<file path="src/rtl/sa_pkg.sv">
package sa_pkg;

   typedef enum logic [1:0] {
      SA_OP_FULL  = 2'b00,
      SA_OP_UWORD = 2'b01,
      SA_OP_SWORD = 2'b10,
      SA_OP_BAD   = 2'b11
   } sa_op_e;

   // bit positions inside the condition field
   localparam int unsigned CND_NEG  = 3;
   localparam int unsigned CND_POS  = 2;
   localparam int unsigned CND_ZERO = 1;
   localparam int unsigned CND_SO   = 0;
   localparam int unsigned CND_W    = 4;

endpackage

</file>
<file path="src/rtl/sa_index_ext.sv">
module sa_index_ext
   import sa_pkg::*;
#(
   parameter int unsigned DATA_W = 64,
   parameter int unsigned WORD_W = 32
) (
   input  logic [1:0]        op,
   input  logic [DATA_W-1:0] idx,
   output logic [DATA_W-1:0] ext
);

   localparam int unsigned PAD_W = DATA_W - WORD_W;

   logic [WORD_W-1:0] low_word;
   logic              sign_bit;

   assign low_word = idx[WORD_W-1:0];
   assign sign_bit = low_word[WORD_W-1];

   generate
      if (PAD_W == 0) begin : g_same_width
         always_comb ext = idx;
      end else begin : g_narrow_word
         always_comb begin
            unique case (sa_op_e'(op))
               SA_OP_UWORD: ext = {{PAD_W{1'b0}}, low_word};
               SA_OP_SWORD: ext = {{PAD_W{sign_bit}}, low_word};
               default:     ext = idx;
            endcase
         end
      end
   endgenerate

endmodule

</file>
<file path="src/rtl/sa_scaler.sv">
module sa_scaler #(
   parameter int unsigned DATA_W = 64,
   parameter int unsigned SH_W   = 2,
   parameter bit          BARREL = 1'b1
) (
   input  logic [DATA_W-1:0] din,
   input  logic [SH_W-1:0]   sh,
   output logic [DATA_W-1:0] dout
);

   // the minimum scale of two is a fixed wire shift
   logic [DATA_W-1:0] pre;
   assign pre = {din[DATA_W-2:0], 1'b0};

   generate
      if (BARREL) begin : g_log_stages
         logic [DATA_W-1:0] stg [0:SH_W];
         assign stg[0] = pre;
         for (genvar k = 0; k < SH_W; k++) begin : g_stage
            assign stg[k+1] = sh[k] ? (stg[k] << (1 << k)) : stg[k];
         end
         assign dout = stg[SH_W];
      end else begin : g_var_shift
         assign dout = pre << sh;
      end
   endgenerate

endmodule

</file>
<file path="src/rtl/sa_cond_gen.sv">
module sa_cond_gen
   import sa_pkg::*;
#(
   parameter int unsigned DATA_W = 64
) (
   input  logic [DATA_W-1:0] res,
   input  logic              so,
   output logic [CND_W-1:0]  cond
);

   logic is_neg;
   logic is_zero;

   assign is_neg  = res[DATA_W-1];
   assign is_zero = ~|res;

   always_comb begin
      cond           = '0;
      cond[CND_NEG]  = is_neg;
      cond[CND_POS]  = ~is_neg & ~is_zero;
      cond[CND_ZERO] = is_zero;
      cond[CND_SO]   = so;
   end

endmodule

</file>
<file path="src/rtl/scaled_add_unit.sv">
module scaled_add_unit
   import sa_pkg::*;
#(
   parameter int unsigned DATA_W = 64,
   parameter int unsigned WORD_W = 32,
   parameter int unsigned SH_W   = 2,
   parameter bit          BARREL = 1'b1
) (
   input  logic              clk,
   input  logic              rst,
   input  logic              in_valid,
   input  logic [1:0]        in_op,
   input  logic [SH_W-1:0]   in_sh,
   input  logic              in_rec,
   input  logic [DATA_W-1:0] in_base,
   input  logic [DATA_W-1:0] in_index,
   input  logic              in_so,
   output logic              out_valid,
   output logic [DATA_W-1:0] out_result,
   output logic [CND_W-1:0]  out_cond,
   output logic              out_cond_we,
   output logic              out_err
);

   generate
      if (WORD_W > DATA_W) begin : g_bad_word
         $error("scaled_add_unit: WORD_W must not exceed DATA_W");
      end
      if (SH_W < 1 || (1 << SH_W) >= DATA_W) begin : g_bad_sh
         $error("scaled_add_unit: SH_W out of range for DATA_W");
      end
   endgenerate

   logic              op_ok;
   logic              take;
   logic [DATA_W-1:0] idx_ext;
   logic [DATA_W-1:0] idx_scaled;
   logic [DATA_W-1:0] sum;
   logic [CND_W-1:0]  cond_nxt;

   assign op_ok = (sa_op_e'(in_op) != SA_OP_BAD);
   assign take  = in_valid & op_ok;

   sa_index_ext #(
      .DATA_W (DATA_W),
      .WORD_W (WORD_W)
   ) u_ext (
      .op  (in_op),
      .idx (in_index),
      .ext (idx_ext)
   );

   sa_scaler #(
      .DATA_W (DATA_W),
      .SH_W   (SH_W),
      .BARREL (BARREL)
   ) u_scale (
      .din  (idx_ext),
      .sh   (in_sh),
      .dout (idx_scaled)
   );

   // carry out is dropped: modular sum
   assign sum = in_base + idx_scaled;

   sa_cond_gen #(
      .DATA_W (DATA_W)
   ) u_cond (
      .res  (sum),
      .so   (in_so),
      .cond (cond_nxt)
   );

   always_ff @(posedge clk) begin
      if (rst) begin
         out_valid   <= 1'b0;
         out_err     <= 1'b0;
         out_cond_we <= 1'b0;
         out_result  <= '0;
         out_cond    <= '0;
      end else begin
         out_valid   <= take;
         out_err     <= in_valid & ~op_ok;
         out_cond_we <= take & in_rec;
         if (take) begin
            out_result <= sum;
            if (in_rec) begin
               out_cond <= cond_nxt;
            end
         end
      end
   end

endmodule

</file>
<file path="config.mk">
export PLATFORM = sky130hd
export DESIGN_NAME = scaled_add_unit
export DESIGN_NICKNAME = d
export VERILOG_FILES = /design/src/rtl/sa_pkg.sv /design/src/rtl/sa_index_ext.sv /design/src/rtl/sa_scaler.sv /design/src/rtl/sa_cond_gen.sv /design/src/rtl/scaled_add_unit.sv
export SDC_FILE = /design/constraint.sdc
export NUM_CORES = 1
export LEC_CHECK = 0
export CAP_MARGIN = 10
export CORE_ASPECT_RATIO = 1.5
export CORE_MARGIN = 4
export CORE_UTILIZATION = 39
export CTS_CLUSTER_SIZE = 14
export DETAILED_ROUTE_END_ITERATION = 6
export PLACE_DENSITY = 0.65
export SETUP_SLACK_MARGIN = 0.1
export SLEW_MARGIN = 20
export SYNTH_ARGS = -nofsm -noshare
export SYNTH_HDL_FRONTEND = slang
export SYNTH_SLANG_ARGS = --single-unit
export TNS_END_PERCENT = 20
</file>
<file path="constraint.sdc">
create_clock -name clk -period 8.4 [get_ports clk]
set_input_delay 1.68 -clock clk [delete_from_list [all_inputs] [get_ports clk]]
set_output_delay 1.68 -clock clk [all_outputs]
set_load 0.02 [all_outputs]
</file>
* Word level (Yosys, flattened, before mapping)
Cells that the tools add are included.
Storage, ports and cells: register bits after elaboration 71, input port bits 137, output and inout bits 71, logic and storage cells 21
Cells by class: add/subtract/negate cells 1, eq/ne operators 3, muxes and demuxes 3, bitwise logic cells 6, reductions and logical operators 3
Operators by type and width (count):
- two-way mux 64 bit | 2
- one-hot mux 63 bit (2 select lines) | 1
- adder 64 bit | 1
- OR reduction 64 bit | 1
- AND 1 bit | 4
- == test 2 x 1 -> 1 bit, second input constant | 1
- == test 2 bit, second input constant | 1
- != test 2 bit, second input constant | 1
- inverter 1 bit | 2
- AND reduction 2 bit | 1
- zero test 1 bit | 1

* Logic depth before layout (Yosys ltp)
Gate-level depths: netlist of the first run.
word-level depth 7, depth in mapped cells 21, mapped depth without buffers 18

* By module
Synthesis of the first run repeated with hierarchy kept, for this count alone.
Unflattened totals: cells, all modules 1159, area, all modules 8842.2 um^2
By module, submodules not included:
- scaled_add_unit | times used 1, cells an instance 917, area an instance 6581.3 um^2
- sa_scaler | times used 1, cells an instance 142, area an instance 1431.4 um^2
- sa_index_ext | times used 1, cells an instance 75, area an instance 640.6 um^2
- sa_cond_gen | times used 1, cells an instance 25, area an instance 188.9 um^2

* Worst setup path before layout of the first run
Ideal clock, no wire load.
path kind input port to flip-flop, from input port in_sh[0], to register out_cond[2], setup time 0.117 ns, data arrival time 6.204 ns, required time 8.283 ns, setup slack 2.079 ns, cell stages on the path 17, path buffers 4, cell sequence clkbuf_1 > clkbuf_1 > buf_1 > mux4_2 > ha_1 > buf_4 > nand4_1 > nor3_1 > nand3_1 > a2111oi_4 > nor3_2 > o41ai_1 > xor2_1 > a2111o_1 > nor4_2 > nand4_1 > a32o_1
On the way: cells in the longest elaborated chain, start to end 5, elaborated cells between the ends (all ways) 6
Ends and longest elaborated chain:
- start: declaration | line scaled_add_unit.sv:13 | input logic [SH_W-1:0] in_sh,
- two-way mux 64 bit (*) (2 in a row) | line sa_scaler.sv:20 | assign stg[k+1] = sh[k] ? (stg[k] << (1 << k)) : stg[k];
- adder 64 bit (*) | line scaled_add_unit.sv:64 | assign sum = in_base + idx_scaled;
- OR reduction 64 bit / inverter 1 bit (equally long branches) | line sa_cond_gen.sv:15, sa_cond_gen.sv:20
- AND 1 bit (*) | line sa_cond_gen.sv:20 | cond[CND_POS] = ~is_neg & ~is_zero;
- end signal: assignment | line scaled_add_unit.sv:88 | out_cond <= cond_nxt;
- end: declaration | line scaled_add_unit.sv:20 | output logic [CND_W-1:0] out_cond,
Every way passes the cells marked *; elsewhere a longest branch is shown, timed or not. A chain may end at the register's enable or synchronous reset.

* Worst setup path after layout of the first run
from input port in_op[0], to register out_cond[2]
On the way: cells in the longest elaborated chain, start to end 7, elaborated cells between the ends (all ways) 12
Ends and longest elaborated chain:
- start: declaration | line scaled_add_unit.sv:12 | input logic [1:0] in_op,
- == test 2 bit / == test 2 x 1 -> 1 bit (equally long branches) | line sa_index_ext.sv:25 | unique case (sa_op_e'(op))
- one-hot mux 63 bit (2 select lines) | line sa_index_ext.sv:25
- two-way mux 64 bit (2 in a row) | line sa_scaler.sv:20
- adder 64 bit | line scaled_add_unit.sv:64
- OR reduction 64 bit / inverter 1 bit (equally long branches) | line sa_cond_gen.sv:15, sa_cond_gen.sv:20
- AND 1 bit | line sa_cond_gen.sv:20
Several ways; a longest one is shown, not always the timed one.

==> metrics list, run 1 <==
- The tightest min-delay check is of the reg2reg type.
- Final setup violation count: 0
- Buffers inserted to repair hold after CTS numbered 0.
- Final min period: 6675 ps
- The number of antenna violations at the first check in global routing was 0.
- Nature of the critical path endpoint: register
- Cells traversed along the worst timing path: clkdlybuf4s50_1 > inv_1 > ha_1 > a21oi_1 > nor2b_1 > a31oi_1 > ha_1 > a21oi_1 > o21ai_1 > a31oi_1 > o21ai_0 > a22oi_1 > a31oi_1 > or3_1 > a2111o_1 > nor4_2 > nand4_1 > a32o_1
* Mean post-synth cell area: 7.480 sq um
- Total inserted antenna cells: 0
- In this run the most critical hold path is launched from out_result[8]$_SDFFE_PP0P_.
- The share of synthesized area in the top cell type comes to 0.1624.
- For the pin with the worst max-slew slack, the measured transition is 945.7 ps.
* Worst slew margin relative to its limit: 0.3647
* Initial DRC count: 590
- From bottom edge to top edge, the die measures 191.5 um.
* Source of the worst register-to-register timing path: out_result[48]$_SDFFE_PP0P_
- Critical Path Most Common Cell: a31oi_1
- STA puts the critical path data arrival time at 6900 ps.
* GP Congestion: 0.9572
- After global routing the overflow that remains totals 0.
* Final Net Count: 1,520
* Most frequent standard cell in the layout excluding fill and tap cells: clkdlybuf4s50_1
- After detailed routing, the average wire length per cell comes to 20.77 um.
- Clock transition at the register clock pins on the worst setup and hold paths after CTS: 60 ps
- The tool flagged a number of max-cap violations equal to 0.
- Biggest fanout along the worst timing path: 31
- Run status: finished clean
- Die footprint: 24,950 sq um
- Yosys top cell by area: dfxtp_1
- Number of global-route vias before repair: 9,516
- FF-to-FF End: out_result[48]$_SDFFE_PP0P_
* Wire length of the first global-routing pass: 49.82 mm
* Number of vias after detailed routing: 9,512
* Slowest cell delay on critical path: 850 ps
- Critical path launch point type: primary input
- Core Box Area: 21,880 sq um
- CTS H-tree depth: 3
- Met2 WL post-DR: 18.67 mm
- Total number of placement rows: 66
- In the layout the commonest cells are clkdlybuf4s50_1, nand2_1, a21oi_1.
- For the worst flop-to-flop path, the logic depth is 3.
* Seq/Total Area, Yosys: 0.1624
- For the final routed database, the setup TNS stands at 0 ps.
- The most used flip-flop cell after synthesis is dfxtp_1.
- On the final layout, the worst clock skew is 0 ps.
- Later-pin clock latency in the skew report: 330 ps
- Count of buffers added by post-CTS timing repair for setup: 0
- For this design, the slowest cell found on the critical path is ha_1.
- After detailed routing, the number of remaining DRC violations is 0.
- Peak ir drop on the vdd network: 0.0001324 V
- In this run, synthesis inferred 0 flip-flops with an integrated enable.
* Syn. warnings: 0
- The longest clock path from root to sink contains 2 buffers.
- Cell variety after synth: 86
- Fraction of layout instances using a drive strength above 1: 0.09015
* Clk sinks: 71
- Wl on met1: 10.92 mm
- Crit Path Category: in2reg
- Internal reg-to-reg setup slack: 7640 ps
- TritonCTS built the clock tree.
- Measured along the x axis, the die boundary spans 130.3 um.
- By area the synthesized netlist is led by dfxtp_1, ha_1, a21oi_1, nand2_1, mux4_2.
- For this run, the total global-route usage over all layers was measured as 0.2576.
- Initial cell density of the core: 0.3999
- Number of storage elements in the synthesis netlist: 71
* Share of the clock period used by the worst path: 0.7947
- Number of buffers inserted by port buffering: 206
- Number of inserted filler cells in the final layout: 2,211
- After technology mapping, the gate count stands at 1,170.
* Hold-critical path endpoint: out_result[8]$_SDFFE_PP0P_
- Hold path depth: 2
- Netlist area before placement: 8752 sq um
- Setup repair after global routing left no endpoint under its margin.
- Data on the critical path is required at its endpoint by 8630 ps.
- Syn nets: 1,375
* Top metal layer carrying routed signals: met4
* Total detailed-routing wirelength: 33.06 mm
- Met3 routed wirelength: 1.052 mm
- Hold Violations, Final: 0
- I/O pins: 208
* Proportion of register bits with asynchronous set or reset after synthesis: 0
- The cell sitting at the root of the clock tree is a clkbuf_16.
- Via-to-Cell Ratio: 5.975
- Relative to the synthesized area, the layout overhead comes to 28.12%.
- Leakage power: 4.227 nW
* Upper clock frequency limit: 0.1498 GHz
- Total half-perimeter wirelength after legalization and detailed placement: 27.61 mm
- PostCTS Resize Cnt: 0
- Pre-antenna DRT Iters: 6
- Remaining antenna violation count after routing: 0
* Power density over cell area: 172.4 nW/um^2
* Pin count of the biggest net entering global routing: 73
- Number of max-slew violations in the final report: 0
- Clock tree synthesis inserted a total of 9 buffers.
- Hold timing on the final database bottoms out at a slack of 450.2 ps.
-- final cells by class --
class                           count  area (sq um)  share of cell area
Multi-Input combinational cell   1007          6953              0.6201
Timing Repair Buffer              211          2087              0.1861
Sequential cell                    71          1421              0.1268
Tap cell                          272         340.3             0.03035
Clock buffer                       10         239.0             0.02131
Clock inverter                      6         116.4             0.01038
Inverter                           15         56.30            0.005021
-- where the power goes --
part           internal [mW]  switching [mW]  leakage [nW]
sequential             0.377          0.0206         0.583
clock                  0.300           0.150         0.173
combinational          0.429           0.658          3.47
total                   1.11           0.828          4.23
-- Yosys cell counts (all sizes together), types with 3 or more instances --
cell	number
dfxtp	71
o211ai	6
nand2	181
a31oi	11
nand2b	4
and3	6
o221ai	3
a2111oi	8
xor2	23
a21o	19
mux4	28
ha	67
a21oi	170
and2	8
a21boi	5
a211oi	26
o21ai	68
buf	34
nand3	15
o31ai	7
o21bai	15
nor2b	9
nor3b	3
a311oi	3
a21bo	3
or3	13
nand4	31
inv	15
o21a	6
nor2	106
clkbuf	43
nand3b	3
mux2	32
nor4	12
mux2i	34
xnor2	22
or2	3
nor3	21
-- worst max-delay path: cells and delay by family --
family | cells | cell delay [ps]
and+or+nand+nor | 4 | 1010
adders and majority gates | 2 | 1210
AOI/OAI and AO/OA | 10 | 2450
buffers and inverters | 2 | 540
-- worst max path at each step --
stage | cells past startpoint | start | slack [ps] | endpoint
2_1_floorplan | 17 | in_sh[0] | 2080 | out_cond[2]$_SDFFE_PP0P_
3_3_place_gp | 18 | in_op[0] | 1500 | out_cond[1]$_SDFFE_PP0P_
3_5_place_dp | 18 | in_op[0] | 1450 | out_cond[2]$_SDFFE_PP0P_
4_1_cts | 18 | in_op[0] | 1790 | out_cond[2]$_SDFFE_PP0P_
5_1_grt | 18 | in_op[0] | 1250 | out_cond[1]$_SDFFE_PP0P_
6_report | 18 | in_op[0] | 1720 | out_cond[2]$_SDFFE_PP0P_
-- per-layer routing --
layer  up-vias  track usage
met5         -            0
met4         0       0.1584
met3       108      0.02125
met2       300       0.5182
met1      4454       0.2400
li1       4650            -
-- cells by family (layout without fill, tap and decap cells) --
kind of cell               after synthesis  after routing  synth area share
AOI/OAI and AO/OA                      377            377            0.2752
xor gates and xnor gates                45             45           0.04503
adders and majority gates               68             68           0.09807
buffers and inverters                   92            242           0.04432
DFF                                     71             71            0.1624
muxes                                   94             94            0.1521
and+or+nand+nor                        423            423            0.2229
-- flip-flops by register name, indices dropped and copies added, names as in the netlist --
signal       count
out_result      64
out_cond         4
out_cond_we      1
out_err          1
out_valid        1
-- per-stage QoR --
stage                 util  cells  total power, mW  instance area, sq um  worst slack, ps
detailed placement  0.4962   1576            1.482                 10860             1447
global route        0.5124   1592            2.047                 11210             1250
global placement    0.4962   1576            1.479                 10860             1497
CTS                 0.5124   1592            1.936                 11210             1793
finish              0.5124   1592            1.934                 11210             1725
floorplan                -   1170            1.098                  8752             2079
(Power assumes the default switching activity.)
==> inputs of run 2 (changes only) <==
==> constraint.sdc (replaced) <==
create_clock -name clk -period 6.8 [get_ports clk]
set_input_delay 1.36 -clock clk [delete_from_list [all_inputs] [get_ports clk]]
set_output_delay 1.36 -clock clk [all_outputs]
set_load 0.02 [all_outputs]
==> run 2 against run 1 <==
Clock-buffer cell count is the same; first-iteration DRC count shrank 3.7%; combinational power grew 25%; sequential share of layout area is essentially flat; worst setup slack lost 970 ps; global-route usage is essentially flat; clock power grew 4.4%; worst hold slack lost 0.64 ps; flip-flop and latch count is the same; core utilization grew 0.14 points; sequential power grew 23%.
==> metrics list, run 2 (synthesized netlist as in run 1, its figures left out) <==
- The number of max-capacitance violations reported is 0 (unchanged).
* Critical path launch point type: primary input
- CP top delay family: simple AND/OR/NAND/NOR gates
* Final setup violation count: 0 (unchanged)
- Die boundary height: 191.5 um (unchanged)
- The power per unit of standard cell area was 206.1 nW/um^2 (+20%).
- Footprint of the flip-flops and latches: 1421 sq um (unchanged)
- Clock buffer depth: 2 (unchanged)
- The area of the die is 24,950 sq um (unchanged).
* Share of the clock period used by the worst path: 0.8884
- Final global-route overflow total: 0 (unchanged)
- The worst path needs 6041 ps of the cycle, external delays included.
- The critical path data arrival time came to 6270 ps (-630 ps).
* Hold-fix buffer count after cts: 0 (unchanged)
* Max reg flops: 64 (unchanged)
- The clock network latency to the later pin of the worst-skew pair is 330 ps (about the same).
* GP Congestion: 0.9374 (-2.1%)
- The routed wire length per instance came to 20.73 um (-0.17%).
* Total detailed-routing wirelength: 33.25 mm (+0.58%)
* Count of buffers added by post-CTS timing repair for setup: 0 (unchanged)
- The tree is rooted in a clkbuf_16.
- The number of remaining DRC errors was 0 (unchanged).
* Worst slew margin relative to its limit: 0.4919 (+0.1272)
- The placeable core region is 21,880 sq um (unchanged).
- The largest vdd supply drop was 0.0001754 V (+33%).
- The final-report hold violation count is 0 (unchanged).
- Horizontal die dimension: 130.3 um (unchanged)
- Internal power of the cells: 1.289 mW (+17%)
* CTS tree: built
- Most frequent standard cell in the layout excluding fill and tap cells: clkdlybuf4s50_1
* Number of vias after detailed routing: 9,618 (+1.1%)
* Clock transition at the register clock pins on the worst setup and hold paths after CTS: 60 ps (about the same)
- Total half-perimeter wirelength after legalization and detailed placement: 27.74 mm (+0.48%)
* Remaining antenna violation count after routing: 0 (unchanged)
- Upper clock frequency limit: 0.1655 GHz
* Final setup TNS: 0 ps (unchanged)
- The total global-route track usage came to 0.2573 (-0.0002903).
- Clk sinks: 71 (unchanged)
- Logic gate share of total power: 0.586 (+0.024)
* Commonest cells after routing, fill and taps aside: clkdlybuf4s50_1, nand2_1, a21oi_1
- Setup repair after global routing left no endpoint under its margin.
- GR Util met1: 0.2434 (+0.003450)
* Final Net Count: 1,532 (+0.79%)
- Number of max-slew violations in the final report: 0 (unchanged)
- The number of cells upsized or downsized after cts is 0 (unchanged).
* Setup slack of the critical path after layout: 759.1 ps (-965.7 ps)
- The global-route track usage on met2 is 0.5261 (+0.007905).
* Initial cell density of the core: 0.3999 (unchanged)
- The first-pass GRT wire length was 49.87 mm (about the same).
- The layout cell share with drive strength beyond 1 is 0.09760 (+0.007446).
- Number of inserted filler cells in the final layout: 2,226 (+0.68%)
* Run status: finished clean
- The area growth from synthesis to layout is 28.48%.
* Worst Tran Pin Value: 762.2 ps (-183.5 ps)
* Leakage power: 4.252 nW (+0.59%)
* I/O pins: 208 (unchanged)
- The antenna diode count was 0 (unchanged).
* Nature of the critical path endpoint: register
- The sequential share of power was 0.211 (+0.005).
* Min-delay worst type: reg2reg
- Clock share of power: 0.203 (-0.030)
* Biggest register: out_result
- The maximum fanout count along the critical path is 18 (-42%).
- The average via count per standard cell is 5.996 (+0.36%).
* Total number of placement rows: 66 (unchanged)
- Pin count of the biggest net entering global routing: 73 (unchanged)
- The via count of the first global-routing pass was 9,432 (-0.88%).
- Buffers & Inverters on Critical Path: 4 (+2)
- The required time of the worst setup path came to 7030 ps (-1600 ps).
- The number of search-and-repair iterations in the first detailed-routing pass was 6 (unchanged).
- The setup path with the least slack is of type in2reg.
- Net Sw Power: 1.029 mW (+24%)
- The maximum cell stage delay along the critical path is 480 ps (-370 ps).
- CTS H-tree depth: 3 (unchanged)
* Combined area of the multi-input logic cells: 6953 sq um (unchanged)
- The largest registers in the layout are out_result x64, out_cond x4.
- Number of buffers inserted by port buffering: 206 (unchanged)
* Met3 usage: 0.02237 (+0.001118)
- Most used routing layer: met2
- The switching power share of the total is 0.4439 (+0.01571).
- Pre-CTS setup slack: 461.7 ps (-985.5 ps)
- Walking the worst path, the cells encountered are clkdlybuf4s50_1 > inv_1 > ha_1 > and2_1 > buf_4 > a21oi_1 > mux2i_1 > ha_1 > nand4_1 > or3_1 > or2_0 > a311oi_1 > o21ai_1 > a221oi_1 > o41ai_1 > buf_4 > nor4_1 > and4_1 > nand4_1 > a32o_1.
- Critical-path top delay cell: clkdlybuf4s50_1
- Design Power: 2.318 mW (+20%)
* Initial DRC count: 568 (-3.7%)
- Post-route clock skew: 0 ps (unchanged)
- CTS Buf Count: 9 (unchanged)
- The number of antenna violations at the first check in global routing is 0 (unchanged).
[run 2: changes by cell type in the layout (fill, tap and decap cells not counted)]
cell	change
clkinvlp_4	+2
clkinv_4	-2
buf_4	+12
bufinv_16	-2
clkbuf_1	+1
inv_6	+1
clkbuf_8	-1
clkinv_2	+1
[run 2: worst register-to-register path: cells and delay by family, from the launching register on]
kind / cells / cell delay, ps
DFF: 1 / 310
and+or+nand+nor: 2 / 180
AOI/OAI and AO/OA: 1 / 140
[run 2: metrics by stage]
step,cell area (sq um),cells,hold slack [ps],util
floorplan,8752,1170,530.2,-
global placement,10950,1588,444.0,0.5003
detailed placement,10950,1588,445.5,0.5003
CTS,11240,1604,453.2,0.5138
global route,11240,1604,472.3,0.5138
finish,11240,1604,449.6,0.5138
[run 2: cell type report]
type | instances | share of cell area
well taps | 272 | 0.03027
flip-flops and latches | 71 | 0.1264
inverters | 15 | 0.005007
clock buffers | 10 | 0.02036
clock inverters | 6 | 0.006009
multi-input cells | 1007 | 0.6183
repair buffers | 223 | 0.1936
[run 2: path summary, 6_finish.rpt]
check | from | to | slack [ps] | depth (start not counted)
worst max-delay path | in_op[0] | out_cond[2]$_SDFFE_PP0P_ | 760 | 20
worst min-delay path | out_result[6]$_SDFFE_PP0P_ | out_result[6]$_SDFFE_PP0P_ | 450 | 2
worst max register to register | out_result[48]$_SDFFE_PP0P_ | out_result[48]$_SDFFE_PP0P_ | 6040 | 3
worst min register to register | out_result[6]$_SDFFE_PP0P_ | out_result[6]$_SDFFE_PP0P_ | 450 | 2
[run 2: metal layers]
metal  share of wire  vias to the layer above
li1                -                     4659
met1            0.33                     4510
met2            0.57                      342
met3           0.035                      107
met4           0.062                        0
met5               0                        -
[run 2: power groups by stage]
stage	Sequential [mW]	Clock (mW)	Combinational, mW
2_1_floorplan	0.557	0	0.800
4_1_cts	0.490	0.478	1.35
3_3_place_gp	0.497	0	1.34
3_5_place_dp	0.499	0	1.34
5_1_grt	0.496	0.497	1.46
6_report	0.490	0.470	1.36
